==> src/rtl/psw_pkg.sv <==
package psw_pkg;
  localparam int unsigned DATA_W   = 16;
  localparam int unsigned NARROW_W = 8;
  localparam int unsigned STAT_W   = 11;
  localparam int unsigned X_BIT    = 4;
  localparam int unsigned M_BIT    = 5;
  localparam int unsigned V_BIT    = 6;
  localparam int unsigned N_BIT    = 7;
endpackage

==> src/rtl/psw_addsub.sv <==
module psw_addsub #(
  parameter int unsigned DATA_W   = 16,
  parameter int unsigned NARROW_W = 8
) (
  input  logic [DATA_W-1:0] a_i,
  input  logic [DATA_W-1:0] b_i,
  input  logic              sub_i,
  input  logic              narrow_i,
  output logic [DATA_W-1:0] res_o,
  output logic              neg_o,
  output logic              ovf_o
);
  logic [DATA_W-1:0]   b_eff;
  logic [DATA_W-1:0]   full_sum;
  logic [NARROW_W-1:0] lo_sum;
  logic sa, sb, sr;

  assign b_eff    = sub_i ? ~b_i : b_i;
  assign full_sum = a_i + b_eff + {{(DATA_W-1){1'b0}}, sub_i};
  assign lo_sum   = a_i[NARROW_W-1:0] + b_eff[NARROW_W-1:0] + {{(NARROW_W-1){1'b0}}, sub_i};

  generate
    if (DATA_W > NARROW_W) begin : g_split
      // narrow mode keeps the upper part of operand a
      assign res_o = narrow_i ? {a_i[DATA_W-1:NARROW_W], lo_sum} : full_sum;
    end else begin : g_flat
      assign res_o = full_sum;
    end
  endgenerate

  assign sa = narrow_i ? a_i[NARROW_W-1]   : a_i[DATA_W-1];
  assign sb = narrow_i ? b_eff[NARROW_W-1] : b_eff[DATA_W-1];
  assign sr = narrow_i ? lo_sum[NARROW_W-1] : full_sum[DATA_W-1];
  assign neg_o = sr;
  assign ovf_o = (sa == sb) && (sr != sa);

  // overflow only when raw operand signs permit it
  always_comb begin
    if (ovf_o === 1'b1) begin
      a_r3_ovf_operand_signs: assert (narrow_i ? ((a_i[NARROW_W-1] ^ b_i[NARROW_W-1]) == sub_i)
                                               : ((a_i[DATA_W-1] ^ b_i[DATA_W-1]) == sub_i));
    end
  end
endmodule

==> src/rtl/psw_status.sv <==
module psw_status
  import psw_pkg::*;
#(
  parameter int unsigned W = STAT_W
) (
  input  logic         clk_i,
  input  logic         rst_ni,
  input  logic         arith_en_i,
  input  logic         xfer_en_i,
  input  logic         arith_n_i,
  input  logic         arith_v_i,
  input  logic         xfer_n_i,
  input  logic         ext_ovf_i,
  input  logic         set_en_i,
  input  logic         clr_en_i,
  input  logic         clv_i,
  input  logic [W-1:0] mask_i,
  output logic [W-1:0] stat_o
);
  logic [W-1:0] stat_q, stat_d;
  logic         mask_op;

  assign mask_op = set_en_i | clr_en_i | clv_i;

  always_comb begin
    stat_d = stat_q;
    if (mask_op) begin
      if (set_en_i) stat_d = stat_d | mask_i;
      if (clr_en_i) stat_d = stat_d & ~mask_i;
      if (clv_i)    stat_d[V_BIT] = 1'b0;
    end else if (arith_en_i) begin
      stat_d[N_BIT] = arith_n_i;
      stat_d[V_BIT] = arith_v_i | ext_ovf_i;
    end else begin
      if (xfer_en_i) stat_d[N_BIT] = xfer_n_i;
      if (ext_ovf_i) stat_d[V_BIT] = 1'b1;
    end
  end

  always_ff @(posedge clk_i or negedge rst_ni) begin
    if (!rst_ni) stat_q <= '0;
    else         stat_q <= stat_d;
  end

  assign stat_o = stat_q;

  a_r7_clear_mask: assert property (@(posedge clk_i) disable iff (!rst_ni)
    clr_en_i |=> ((stat_q & $past(mask_i)) == '0));
  a_r7_set_mask: assert property (@(posedge clk_i) disable iff (!rst_ni)
    (set_en_i && !clr_en_i && !clv_i) |=> ((stat_q & $past(mask_i)) == $past(mask_i)));
  a_r7_clv: assert property (@(posedge clk_i) disable iff (!rst_ni)
    clv_i |=> !stat_q[V_BIT]);
  a_r6_ext_ovf: assert property (@(posedge clk_i) disable iff (!rst_ni)
    (ext_ovf_i && !mask_op) |=> stat_q[V_BIT]);
  a_r8_mask_priority: assert property (@(posedge clk_i) disable iff (!rst_ni)
    (mask_op && !(set_en_i && mask_i[N_BIT]) && !(clr_en_i && mask_i[N_BIT]))
      |=> $stable(stat_q[N_BIT]));
endmodule

==> src/rtl/psw_flag_unit.sv <==
module psw_flag_unit
  import psw_pkg::*;
(
  input  logic              clk_i,
  input  logic              rst_ni,
  input  logic [DATA_W-1:0] op_a_i,
  input  logic [DATA_W-1:0] op_b_i,
  input  logic              sub_i,
  input  logic              alu_en_i,
  input  logic              xfer_en_i,
  input  logic              div_ovf_i,
  input  logic              acc_ovf_i,
  input  logic              set_en_i,
  input  logic              clr_en_i,
  input  logic              clv_i,
  input  logic [DATA_W-1:0] mask_i,
  output logic [DATA_W-1:0] result_o,
  output logic [DATA_W-1:0] status_o,
  output logic              index_wide_o
);
  localparam int unsigned PAD_W = DATA_W - STAT_W;

  logic [STAT_W-1:0] stat;
  logic narrow, arith_n, arith_v, xfer_n;

  assign narrow = stat[M_BIT];
  assign xfer_n = narrow ? op_a_i[NARROW_W-1] : op_a_i[DATA_W-1];

  psw_addsub #(.DATA_W(DATA_W), .NARROW_W(NARROW_W)) u_addsub (
    .a_i      (op_a_i),
    .b_i      (op_b_i),
    .sub_i    (sub_i),
    .narrow_i (narrow),
    .res_o    (result_o),
    .neg_o    (arith_n),
    .ovf_o    (arith_v)
  );

  psw_status #(.W(STAT_W)) u_status (
    .clk_i      (clk_i),
    .rst_ni     (rst_ni),
    .arith_en_i (alu_en_i),
    .xfer_en_i  (xfer_en_i),
    .arith_n_i  (arith_n),
    .arith_v_i  (arith_v),
    .xfer_n_i   (xfer_n),
    .ext_ovf_i  (div_ovf_i | acc_ovf_i),
    .set_en_i   (set_en_i),
    .clr_en_i   (clr_en_i),
    .clv_i      (clv_i),
    .mask_i     (mask_i[STAT_W-1:0]),
    .stat_o     (stat)
  );

  assign status_o     = {{PAD_W{1'b0}}, stat};
  assign index_wide_o = ~stat[X_BIT];

  // transfer alone leaves V untouched
  a_r5_xfer_keeps_v: assert property (@(posedge clk_i) disable iff (!rst_ni)
    (xfer_en_i && !alu_en_i && !div_ovf_i && !acc_ovf_i && !set_en_i && !clr_en_i && !clv_i)
      |=> $stable(status_o[V_BIT]));
  // narrow arithmetic keeps the upper byte of op_a
  a_r2_upper_pass: assert property (@(posedge clk_i) disable iff (!rst_ni)
    status_o[M_BIT] |-> (result_o[DATA_W-1:NARROW_W] == op_a_i[DATA_W-1:NARROW_W]));
endmodule

==> config.mk <==
export PLATFORM = sky130hd
export DESIGN_NAME = psw_flag_unit
export DESIGN_NICKNAME = d
export VERILOG_FILES = /design/src/rtl/psw_pkg.sv /design/src/rtl/psw_addsub.sv /design/src/rtl/psw_status.sv /design/src/rtl/psw_flag_unit.sv
export SDC_FILE = /design/constraint.sdc
export NUM_CORES = 1
export LEC_CHECK = 0
export ABC_AREA = 1
export BUFFER_PORTS_ARGS = -buffer_cell sky130_fd_sc_hd__buf_4
export CORE_ASPECT_RATIO = 0.6
export CORE_UTILIZATION = 50
export CTS_CLUSTER_DIAMETER = 120
export DETAILED_ROUTE_END_ITERATION = 10
export PLACE_DENSITY = 0.88
export SLEW_MARGIN = 20
export SYNTH_ARGS = -nofsm -noshare
export SYNTH_HDL_FRONTEND = slang
export SYNTH_HIERARCHICAL = 1
export SYNTH_SLANG_ARGS = --single-unit
==> constraint.sdc <==
create_clock -name clk_i -period 3.6 [get_ports clk_i]
set_input_delay 0.18 -clock clk_i [delete_from_list [all_inputs] [get_ports clk_i]]
set_output_delay 0.18 -clock clk_i [all_outputs]
set_load 0.02 [all_outputs]
# Word level (Yosys, flattened, before mapping)
# Index checks and enable logic that the tools add are counted.
# op_classes
addsub,4
multipliers,0
div_mod_pow,0
order_cmp,0
n_eq_ne,2
shift,0
n_mux,13
bitwise,9
n_reduce_logical,3
# op_table
cell,count
11-bit two-way mux,3
16-bit two-way mux,2
16-bit by 1-bit adder with 16-bit output,1
16-bit adder,1
16-bit inverter,1
11-bit bitwise AND,1
11-bit inverter,1
11-bit OR,1
8-bit by 1-bit adder with 8-bit output,1
8-bit adder,1
1-bit two-way mux,6
3-bit nonzero test,2
2-bit two-way mux,2
1-bit OR,4
1-bit equality test,1
1-bit logical AND,1
1-bit != test,1
1-bit inverter,1
# word_totals
ff_bits,11
latch_bits,0
mem_bits_rw,0
rom_bits,0
in_bits,58
output_inout_bits,33
word_cells,34
memories,0

# Depth between registers and ports, before layout
# depth
depth_word,10
depth_mapped,21
ltp_nobuf,19

# By module
# The synthesis kept the hierarchy.
# by_module_without_submodules
mod,instances,cells_per_inst,area_per_inst_um2,seq_area_each_um2
psw_addsub,1,196,1157.4,0.0
psw_status,1,69,561.8,275.3
psw_flag_unit,1,12,66.3,0.0

# Worst setup path before layout
# No wires, ideal clock.
# synth_path
kind,input port to flip-flop
from,in sub_i
to,reg u_status.stat_q[6] (netlist: u_status/stat_o[6])
setup_ps,121
arrival_time_ps,2205
required_ps,3479
slack_ps,1273
stages,16
path_buffers,2
cell_sequence,buf_6 buf_2 xor2_1 ha_1 a21oi_1 nand2_4 nand2_4 nand2_4 xor2_2 nand2_2 nand3_1 nand2_1 nand2_1 nand2_1 o21bai_1 nand2_1
# synth_between
elab_chain_len,9
elab_cells_between_ends,13
classes_between,4 x add/sub; 2 x eq/ne; 5 x mux; 1 x bitwise; 1 x reduce/logical
# synth_lines
element,line,source
start: declaration,psw_flag_unit.sv:8,"input logic sub_i,"
16-bit two-way mux,psw_addsub.sv:18,assign b_eff = sub_i ? ~b_i : b_i;
16-bit adder or 8-bit adder (tied branches),"psw_addsub.sv:19, psw_addsub.sv:20",
16-bit by 1-bit adder with 16-bit output or 8-bit by 1-bit adder with 8-bit output (tied branches),"psw_addsub.sv:19, psw_addsub.sv:20",
1-bit two-way mux,psw_addsub.sv:33,assign sr = narrow_i ? lo_sum[NARROW_W-1] : full_sum[DATA_W-1];
1-bit != test,psw_addsub.sv:35,assign ovf_o = (sa == sb) && (sr != sa);
1-bit logical AND (*),psw_addsub.sv:35,
via arith_v,psw_flag_unit.sv:24,"logic narrow, arith_n, arith_v, xfer_n;"
1-bit OR (*),psw_status.sv:33,stat_d[V_BIT] = arith_v_i | ext_ovf_i;
2-bit two-way mux (*),psw_status.sv:31,end else if (arith_en_i) begin
2-bit two-way mux (*),psw_status.sv:27,if (mask_op) begin
end signal: assignment,psw_status.sv:42,else stat_q <= stat_d;
end: declaration,psw_status.sv:20,"logic [W-1:0] stat_q, stat_d;"
# The timed path passes the listed nets; every way through them passes the cells marked *.
# A chain may end at the register's enable or synchronous reset.

# Worst setup path in the final report
# layout_path
from,in sub_i
to,out result_o[8]
# layout_between
elab_chain_len,4
# layout_lines
element,line,source
16-bit two-way mux,psw_addsub.sv:18,
16-bit adder,psw_addsub.sv:19,"assign full_sum = a_i + b_eff + {{(DATA_W-1){1'b0}}, sub_i};"
16-bit by 1-bit adder with 16-bit output (*),psw_addsub.sv:19,
16-bit two-way mux (*),psw_addsub.sv:25,"assign res_o = narrow_i ? {a_i[DATA_W-1:NARROW_W], lo_sum} : full_sum;"
end: declaration,psw_flag_unit.sv:17,"output logic [DATA_W-1:0] result_o,"
# Mark *: on every way between the ends. The rest lies on a longest branch, timed or not.

==> run summary <==
worst-path fanout max - 16
full die area - 3820 um2
CP Class - in -> out
post-DP HPWL - 3940 um
worst rel slew slack - 0.601
# IOs - 91
fin crit period - 2.38 ns
initial detailed-routing violation count - 129
H-Tree Depth - 1
Net count, final - 429
Required @ worst endpoint - 3.42 ns
Worst Path Arrival - 2.20 ns
Final ANT Viol Nets - 0
VDD IR max - 273 uV
CP Cell Sequence - buf_4 -> xor2_1 -> ha_1 -> a21oi_1 -> o21ai_0 -> a21oi_1 -> inv_1 -> or2_2 -> nand3_1 -> nand2_1 -> buf_4
vias in the first global route - 1581
sequential area share after synthesis - 0.154
PD cells - 345 nW/um2
clock sink total - 11
routed vias - 2009
r2r worst-path depth - 10
Synth Cell Area - 1790 um2
clk slew on worst S/H paths - 0.05 ns
total CTS buffers - 3
height of the die - 48.3 um
gr usage total - 0.242
first-pass GRT wire length - 7070 um
total global routing overflow - 0
Area Overhead vs Synth - 36.2%
crit path launch type - input port
core area - 3320 um2
row count - 16
outcome - finished clean
max-slew violation count - 0
Syn Inst Count - 277
Hold Path End - u_status/stat_o[2]$_DFFE_PN0N_
routed length per instance - 12.0 um
fillers - 282
period utilization - 0.660
Min-Delay Startpoint - mask_i[2]
pin count of the biggest net entering global routing - 18
# setup viols final - 0
skew final - 0.000214 ns
Slew @ Worst Pin - 0.598 ns
diode count - 0
post-route setup TNS - 0 ns
PnR Total Power - 0.000838 W
most common cell after layout, fill and taps aside - buf_4
Hold/Removal Path Class - in -> reg
CTS Buffer Depth - 2
Worst R2R Start - u_status/stat_o[5]$_DFFE_PN0N_
Yosys reg bits - 11
synth unique cells - 32
Buffers on Ports - 80
Crit. End Element - primary output
critical path launch point - sub_i
commonest non-fill, non-tap cells in the layout - buf_4 (80), nand2_1 (72), inv_1 (41)
share of layout cells above drive strength 1 - 0.282
clock root cell - clkbuf_8
YS warnings - 6
max-cap violations - 0
Avg Cell Area, Syn - 6.45 um2
delay-heaviest family, CP - compound AO/OA/AOI/OAI gates
CTS tree - yes
initial core utilization - 0.537
Clock Latency Late Sink - 0.24 ns
hold depth - 3
fmax - 0.421 GHz
Reg2Reg Capture Point - u_status/stat_o[6]$_DFFE_PN0P_
Total Wirelength - 4800 um
Leak Pwr - 1.47 nW
max reg flops - 11
R2R setup slack - 1.63 ns
crit-path max cell delay - 0.33 ns
initial antenna violation count - 0
slowest CP cell - ha_1
Vias per Instance - 5.02
# DRC - 0
gpl congestion - 0.920
die width - 79.1 um
Hold Vio Cnt, Final - 0
worst hold slack - 0.184 ns
Resized Gates After CTS - 0
DRT Pass-1 Iters - 5
RSZ-0062 raised after global routing - no
CP Buf/Inv Count - 3
[worst reg2reg max path, stage by stage (launching register included)]
cell,delay (ns)
dfrtp_1,0.72
inv_2,0.23
or2_2,0.32
o21ai_0,0.10
nor2_1,0.07
nand3_1,0.08
nand2_1,0.05
nand2_1,0.05
nand2_1,0.06
o21bai_1,0.12
nand2_1,0.06
[cell usage after synthesis]
cell type	instances	area share
a21o_1	10	0.042
buf_6	2	0.013
nand2_2	2	0.0070
dfrtp_1	11	0.15
nand3_1	17	0.048
nand2_1	72	0.15
and2_1	1	0.0035
or2_1	1	0.0035
buf_2	2	0.0056
nor3_1	1	0.0028
nand3_2	1	0.0056
a21o_2	1	0.0049
buf_4	6	0.025
nand2_4	6	0.038
o21bai_1	4	0.017
inv_1	41	0.086
fa_1	1	0.011
or2_2	2	0.0070
nand3b_1	2	0.0084
clkbuf_1	1	0.0021
nor2_2	1	0.0035
xnor2_1	4	0.020
xor2_1	19	0.093
a21oi_1	27	0.076
conb_1	1	0.0021
ha_1	14	0.098
xor2_2	1	0.0091
a31oi_1	1	0.0035
inv_2	2	0.0042
nor2_1	15	0.032
a21boi_1	1	0.0042
o21ai_0	7	0.020
[worst max path at each step]
stage                     cells after the start                             end
after floorplan                              16  u_status/stat_o[6]$_DFFE_PN0P_
after global placement                       11                     result_o[8]
after detailed placement                     11                     result_o[8]
after CTS                                    11                     result_o[8]
after global routing                         12                    result_o[14]
final                                        11                     result_o[8]
[power breakdown]
part / internal (W) / switching (W) / total, W
sequential: 0.000138 / 0.0000151 / 0.000153
clock: 0.0000763 / 0.0000508 / 0.000127
combinational: 0.000237 / 0.000320 / 0.000558
total: 0.000452 / 0.000386 / 0.000838
[cell type report]
cell class                      instances  area, um2  area share
Sequential cell                        11        275       0.113
Inverter                               43        161      0.0664
Clock buffer                            3       41.3      0.0170
Timing Repair Buffer                   81        611       0.251
Tap cell                               45       56.3      0.0231
Multi-Input combinational cell        216       1280       0.527
Clock inverter                          1       5.00     0.00206
[cell families after synthesis]
group	Yosys count	synth area share
buffers and inverters	54	0.136
AOI/OAI and AO/OA	51	0.167
xor gates and xnor gates	24	0.122
and+or+nand+nor	121	0.310
DFF	11	0.154
adders and majority gates	15	0.109
other	1	0.00210
[layer usage]
layer	part of all wire	GRT usage	wire length, um	vias up
met1	0.49	0.368	2370	900
met5	0	0	0	-
met4	0.0063	0.0109	30	0
met2	0.43	0.383	2060	82
li1	-	-	-	1021
met3	0.071	0.0355	339	6
[through the flow]
stage / setup WS (ns) / cell area [um2] / utilization / instances
finish: 1.22 / 2430 / 0.732 / 400
global route: 1.11 / 2430 / 0.732 / 400
CTS: 1.25 / 2430 / 0.732 / 400
detailed placement: 1.26 / 2380 / 0.715 / 395
global placement: 1.29 / 2380 / 0.715 / 395
floorplan: 1.27 / 1800 / - / 281
[repair_timing]
action                                 in CTS  in global routing
endpoints found under the hold margin      11                  0
setup endpoints to repair                   0                  0
hold buffers                                1                  0
buffers inserted                            0                  0
Note: power is estimated with default switching activity, not from simulation.
